File: config.mk
export PLATFORM = sky130hd
export DESIGN_NAME = mdio_frame_master
export DESIGN_NICKNAME = d
export VERILOG_FILES = /design/src/rtl/mdio_pkg.sv /design/src/rtl/mdio_halfclk.sv /design/src/rtl/mdio_rx.sv /design/src/rtl/mdio_seq.sv /design/src/rtl/mdio_frame_master.sv
export SDC_FILE = /design/constraint.sdc
export NUM_CORES = 1
export LEC_CHECK = 0
export BUFFER_PORTS_ARGS = -buffer_cell sky130_fd_sc_hd__buf_2
export CAP_MARGIN = 20
export CORE_ASPECT_RATIO = 1.1
export CORE_MARGIN = 5
export CORE_UTILIZATION = 28
export CTS_CLUSTER_SIZE = 14
export DETAILED_ROUTE_END_ITERATION = 16
export PLACE_DENSITY = 0.42
export SYNTH_ARGS = -nofsm -noshare
export SYNTH_HDL_FRONTEND = slang
export SYNTH_SLANG_ARGS = --single-unit
File: constraint.sdc
create_clock -name clk -period 5.7 [get_ports clk]
set_input_delay 0.57 -clock clk [delete_from_list [all_inputs] [get_ports clk]]
set_output_delay 0.57 -clock clk [all_outputs]
set_load 0.03 [all_outputs]
File: src/rtl/mdio_pkg.sv
package mdio_pkg;
  typedef enum logic {
    OP_WRITE = 1'b0,
    OP_READ  = 1'b1
  } mdio_op_e;

  // start (2) + opcode (2) + PHY address (5) + register address (5)
  localparam int ADDR_BITS      = 5;
  localparam int HDR_FIELD_BITS = 4 + 2 * ADDR_BITS;
  localparam int TA_BITS        = 2;
  localparam int DATA_BITS      = 16;
endpackage

File: src/rtl/mdio_halfclk.sv
module mdio_halfclk #(
  parameter int W = 8
) (
  input  logic         clk,
  input  logic         rst_n,
  input  logic         load,
  input  logic         run,
  input  logic [W-1:0] lim_in,
  output logic         tick
);
  logic [W-1:0] lim_q, cnt_q, cnt_d;
  logic         cnt_en;

  always_comb begin
    tick   = run && (cnt_q == lim_q);
    cnt_en = load | run;
    if (load || tick) cnt_d = '0;
    else              cnt_d = cnt_q + W'(1);
  end

  always_ff @(posedge clk or negedge rst_n) begin
    if (!rst_n) begin
      lim_q <= '0;
      cnt_q <= '0;
    end else begin
      if (load)   lim_q <= lim_in;
      if (cnt_en) cnt_q <= cnt_d;
    end
  end
endmodule

File: src/rtl/mdio_rx.sv
module mdio_rx #(
  parameter int DW = 16
) (
  input  logic          clk,
  input  logic          rst_n,
  input  logic          shift_en,
  input  logic          din,
  output logic [DW-1:0] data
);
  logic [DW-1:0] data_q, data_d;

  always_comb data_d = {data_q[DW-2:0], din};

  always_ff @(posedge clk or negedge rst_n) begin
    if (!rst_n)        data_q <= '0;
    else if (shift_en) data_q <= data_d;
  end

  assign data = data_q;
endmodule

File: src/rtl/mdio_seq.sv
module mdio_seq
  import mdio_pkg::*;
#(
  parameter int PRE_BITS = 40
) (
  input  logic                 clk,
  input  logic                 rst_n,
  input  logic                 start,
  input  logic                 rd_nwr,
  input  logic [ADDR_BITS-1:0] phy_addr,
  input  logic [ADDR_BITS-1:0] reg_addr,
  input  logic [DATA_BITS-1:0] wdata,
  input  logic                 tick,
  output logic                 accept,
  output logic                 sample_en,
  output logic                 mdc,
  output logic                 mdio_o,
  output logic                 mdio_oe,
  output logic                 busy,
  output logic                 done
);
  localparam int HDR_SLOTS = PRE_BITS + HDR_FIELD_BITS;
  localparam int FRAME_W   = HDR_SLOTS + TA_BITS + DATA_BITS;
  localparam int RD_LAST   = HDR_SLOTS + DATA_BITS + 1;
  localparam int WR_LAST   = HDR_SLOTS + TA_BITS + DATA_BITS;
  localparam int SLOT_W    = $clog2(WR_LAST + 1);

  localparam logic [SLOT_W-1:0] S_HDR     = SLOT_W'(HDR_SLOTS);
  localparam logic [SLOT_W-1:0] S_RD_D0   = SLOT_W'(HDR_SLOTS + 1);
  localparam logic [SLOT_W-1:0] S_RD_DN   = SLOT_W'(HDR_SLOTS + DATA_BITS);
  localparam logic [SLOT_W-1:0] S_RD_LAST = SLOT_W'(RD_LAST);
  localparam logic [SLOT_W-1:0] S_WR_LAST = SLOT_W'(WR_LAST);

  mdio_op_e           op_q, op_d;
  logic               busy_q, busy_d, done_q, done_d, mdc_q, mdc_d;
  logic [SLOT_W-1:0]  slot_q, slot_d;
  logic [FRAME_W-1:0] frame_q, frame_d;
  logic               last_slot, in_rd_data, state_en;

  always_comb begin
    accept     = start && !busy_q;
    last_slot  = (op_q == OP_READ) ? (slot_q == S_RD_LAST) : (slot_q == S_WR_LAST);
    in_rd_data = (op_q == OP_READ) && (slot_q >= S_RD_D0) && (slot_q <= S_RD_DN);
    op_d       = op_q;
    busy_d     = busy_q;
    done_d     = 1'b0;
    mdc_d      = mdc_q;
    slot_d     = slot_q;
    frame_d    = frame_q;
    sample_en  = 1'b0;
    if (accept) begin
      op_d    = mdio_op_e'(rd_nwr);
      busy_d  = 1'b1;
      mdc_d   = 1'b0;
      slot_d  = '0;
      frame_d = {{PRE_BITS{1'b1}}, 2'b01, rd_nwr ? 2'b10 : 2'b01,
                 phy_addr, reg_addr, 2'b10, wdata};
    end else if (busy_q && tick) begin
      if (!mdc_q) begin
        mdc_d = 1'b1;
      end else begin
        mdc_d     = 1'b0;
        sample_en = in_rd_data;
        if (last_slot) begin
          busy_d = 1'b0;
          done_d = 1'b1;
        end else begin
          slot_d  = slot_q + SLOT_W'(1);
          frame_d = {frame_q[FRAME_W-2:0], 1'b0};
        end
      end
    end
    state_en = accept || (busy_q && tick);
  end

  always_ff @(posedge clk or negedge rst_n) begin
    if (!rst_n) begin
      op_q    <= OP_WRITE;
      busy_q  <= 1'b0;
      mdc_q   <= 1'b0;
      slot_q  <= '0;
      frame_q <= '0;
      done_q  <= 1'b0;
    end else begin
      done_q <= done_d;
      if (state_en) begin
        op_q    <= op_d;
        busy_q  <= busy_d;
        mdc_q   <= mdc_d;
        slot_q  <= slot_d;
        frame_q <= frame_d;
      end
    end
  end

  always_comb begin
    mdc     = mdc_q;
    busy    = busy_q;
    done    = done_q;
    mdio_o  = frame_q[FRAME_W-1];
    mdio_oe = busy_q && (slot_q < ((op_q == OP_READ) ? S_HDR : S_WR_LAST));
  end
endmodule

File: src/rtl/mdio_frame_master.sv
module mdio_frame_master #(
  parameter int PRE_BITS = 40,
  parameter int HALF_W   = 8
) (
  input  logic              clk,
  input  logic              rst_n,
  input  logic              start,
  input  logic              rd_nwr,
  input  logic [4:0]        phy_addr,
  input  logic [4:0]        reg_addr,
  input  logic [15:0]       wdata,
  input  logic [HALF_W-1:0] half_div,
  input  logic              mdio_i,
  output logic              mdc,
  output logic              mdio_o,
  output logic              mdio_oe,
  output logic [15:0]       rdata,
  output logic              busy,
  output logic              done
);
  logic [1:0] rst_pipe_q;
  logic       rst_int_n;
  logic       accept, tick, sample_en, busy_w;

  always_ff @(posedge clk or negedge rst_n) begin
    if (!rst_n) rst_pipe_q <= 2'b00;
    else        rst_pipe_q <= {rst_pipe_q[0], 1'b1};
  end
  assign rst_int_n = rst_pipe_q[1];

  mdio_halfclk #(.W(HALF_W)) u_div (
    .clk(clk), .rst_n(rst_int_n), .load(accept), .run(busy_w),
    .lim_in(half_div), .tick(tick)
  );

  mdio_seq #(.PRE_BITS(PRE_BITS)) u_seq (
    .clk(clk), .rst_n(rst_int_n), .start(start), .rd_nwr(rd_nwr),
    .phy_addr(phy_addr), .reg_addr(reg_addr), .wdata(wdata), .tick(tick),
    .accept(accept), .sample_en(sample_en), .mdc(mdc), .mdio_o(mdio_o),
    .mdio_oe(mdio_oe), .busy(busy_w), .done(done)
  );

  mdio_rx #(.DW(16)) u_rx (
    .clk(clk), .rst_n(rst_int_n), .shift_en(sample_en), .din(mdio_i), .data(rdata)
  );

  assign busy = busy_w;
endmodule

==> results.cfg <==
[critical_path]
path_max_fanout = 44
rr_startpoint = u_seq.op_q
worstSetupStartpointType = flop
crit_slowest_cell = or4_2
path_cells = inv_1 > ha_1 > nand3_1 > nor3b_1 > or4_2 > buf_4 > o22ai_1 > nor2_1
rr_worst_depth = 8
path_delay_family = simple AND/OR/NAND/NOR gates
r2r-end = u_seq.frame_q[27]
critPathMaxStageDelay_ns = 0.80
regToRegSetupSlack_ns = 2.70
crit_required_ns = 6.04
cp-end-kind = flop
arrival_ns = 3.34
path_buf_inv = 2
crit_type = flop to flop

[sta]
clock_skew_ns = 0.01180
layout_worst_path_cycle_share_pct = 52.67
worst_slew_pin_slew_ns = 0.8810
setup_tns_ns = 0
max_freq_mhz = 333.1
finalHoldViolCount = 0
maxSlewViolCount = 0
post-route-min-period_ns = 3.002
setup_viol = 0
grt_setup_unrepaired = no
max_slew_margin_pct = 41.27

[finish]
area_growth_pct = 21.59
drive_gt1_share_pct = 19.42
layout_commonest_cell = nand2_1
finish.utilization_pct = 34.67
final_cell_mix = nand2_1 (134), dfrtp_1 (116), nand3_1 (66), buf_2 (60), nor2_1 (32)
fill_cells = 1867
antenna_cells = 0
final_nets = 622

[detailed_routing]
drtIter0Drc = 224
drt_first_pass_iters = 4
wl_per_cell_um = 13.37
via_per_inst = 4.648
wl_met1_mm = 5.265
drc = 0
wl_met3_um = 439
dr_wl_met2_mm = 5.141
dr.max_layer_used = met4
finalWirelength_mm = 11.03
postRouteAntennaNets = 0
vias = 3835

[cts]
postCtsHoldBufs = 1
clkSinkCount = 117
path_clk_slew_ns = 0.05
insertion_delay_ns = 0.41
h-tree-depth = 4
clock-root-buffer = clkbuf_16
cts_setup_buffers = 0
ctsResizeCount = 0
cts_buffer_depth = 2
cts_buffers = 17
cts_tree = yes

[floorplan]
start_util_pct = 28.52
dieHeight_um = 151.0
die_w_um = 138.2
io_pins = 60
core-area_sq_mm = 0.01774
rows = 51
die_area_sq_mm = 0.02086

[logic_synthesis]
ys_warn_count = 0
synthTopCellsByArea = dfrtp_1 (58%), nand2_1 (9.9%), nand3_1 (6.5%), mux2_2 (3.6%), nor3_1 (2.8%)
syn_nets = 573
yosysTopAreaCellShare_pct = 57.88
synth_seq_cells = 117
yosysSeqAreaShare_pct = 57.88
synth_area_sq_mm = 0.005059
yosysTopAreaCell = dfrtp_1
synth_ff_type = dfrtp_1
syn_inst = 525
synth_edf_count = 0
syn_area_per_cell_sq_um = 9.635
async_flop_share_pct = 100.0
yosysUniqueCellTypes = 39

[worst_hold_path]
hold_class = flop to async pin

[place]
io_buffers = 59
hpwl_mm = 6.716
gp_congestion = 0.7722

[global_route]
grt_usage_pct = 11.34
grt_overflow_total = 0
grt_first_pass_wirelength_mm = 19.20
grt_pass1_vias = 3969
grt_max_degree = 76
antenna_found_initial = 0

[job]
maxCapViolCount = 0

[power_and_ir_drop]
peakVddDrop_mv = 0.2078
power_density_mw_per_mm2 = 456.1
p_leak_nw = 2.912

[outcome]
status = finished clean
## stage by stage
| step | cells | worst slack [ns] | area, sq um | hold slack, ns | total power [mW] |
|---|---|---|---|---|---|
| final | 825 | 2.698 | 6151 | 0.2884 | 2.805 |
| after global routing | 825 | 2.372 | 6151 | 0.3427 | 3.005 |
| after CTS | 823 | 2.386 | 6126 | 0.3280 | 2.853 |
| after detailed placement | 790 | 2.399 | 5564 | 0.3452 | 1.834 |
| after global placement | 790 | 2.536 | 5564 | 0.3387 | 1.811 |
| after floorplan | 525 | 2.199 | 5059 | 0.2744 | 1.697 |
## sequential cells by signal, summed over array words and instances (netlist names)
| name | flops |
|---|---|
| u_seq.frame_q | 72 |
| u_div.lim_q | 8 |
| u_rx.data | 16 |
| u_seq.mdc | 1 |
| u_div.cnt_q | 8 |
| u_seq.done | 1 |
| u_seq.busy | 1 |
| u_seq.slot_q | 7 |
| rst_pipe_q | 2 |
| u_seq.op_q | 1 |
## layout make-up
type | count | area, sq um | area share [%]
multi-input combinational | 367 | 1983 | 32.24
tap | 238 | 297.8 | 4.841
clock inverter | 4 | 45.04 | 0.7323
sequential | 117 | 2932 | 47.66
clock buffer | 28 | 506.7 | 8.238
timing repair buffer | 68 | 375.4 | 6.103
inverter | 3 | 11.26 | 0.1831
## synthesized netlist by cell type (all sizes together), types with 2 or more instances
cell    number
o22ai       18
nand3       66
a22oi        2
xnor2       14
nand2      134
dfrtp      117
o21ai        7
nor2b        2
ha           9
nor3        28
a31oi        2
nor3b        2
xor2         3
mux2        16
buf         10
nand4        2
and3         2
clkbuf      28
or4          3
nor2        32
nand2b       3
inv          3
a21oi        3
o211ai       5
## worst max path at each step
| stage | cells after the start | endpoint | slack, ns | start |
|---|---|---|---|---|
| 5_1_grt | 8 | u_seq.frame_q[10] | 2.37 | u_seq.op_q |
| 2_1_floorplan | 0 | u_div.cnt_q[0] | 2.20 | rst_pipe_q[1] |
| 6_report | 8 | u_seq.frame_q[27] | 2.70 | u_seq.op_q |
| 3_3_place_gp | 5 | u_rx.data[6] | 2.54 | u_div.cnt_q[3] |
| 3_5_place_dp | 5 | u_rx.data[9] | 2.40 | u_div.cnt_q[3] |
| 4_1_cts | 5 | u_rx.data[8] | 2.39 | u_div.cnt_q[2] |
## metal layers
| metal | track usage, % | up-vias |
|---|---|---|
| met1 | 13.93 | 1883 |
| met3 | 3.536 | 11 |
| met4 | 5.534 | 0 |
| met2 | 18.24 | 65 |
| li1 | - | 1876 |
| met5 | 0 | - |
## power breakdown
group	internal [mW]	switching, mW
Combinational	0.244	0.249
Sequential	1.13	0.194
Clock	0.643	0.345
Total	2.02	0.788
## cell families after synthesis
| family | after synthesis | share of synthesized area (%) |
|---|---|---|
| xor gates and xnor gates | 17 | 2.944 |
| and+or+nand+nor | 279 | 24.19 |
| DFF | 117 | 57.88 |
| muxes | 17 | 3.760 |
| buffers and inverters | 41 | 3.265 |
| adders and majority gates | 9 | 2.226 |
| other | 1 | 0.07413 |
| AOI/OAI and AO/OA | 44 | 5.664 |
No activity file was read; power rests on OpenSTA's default activity.
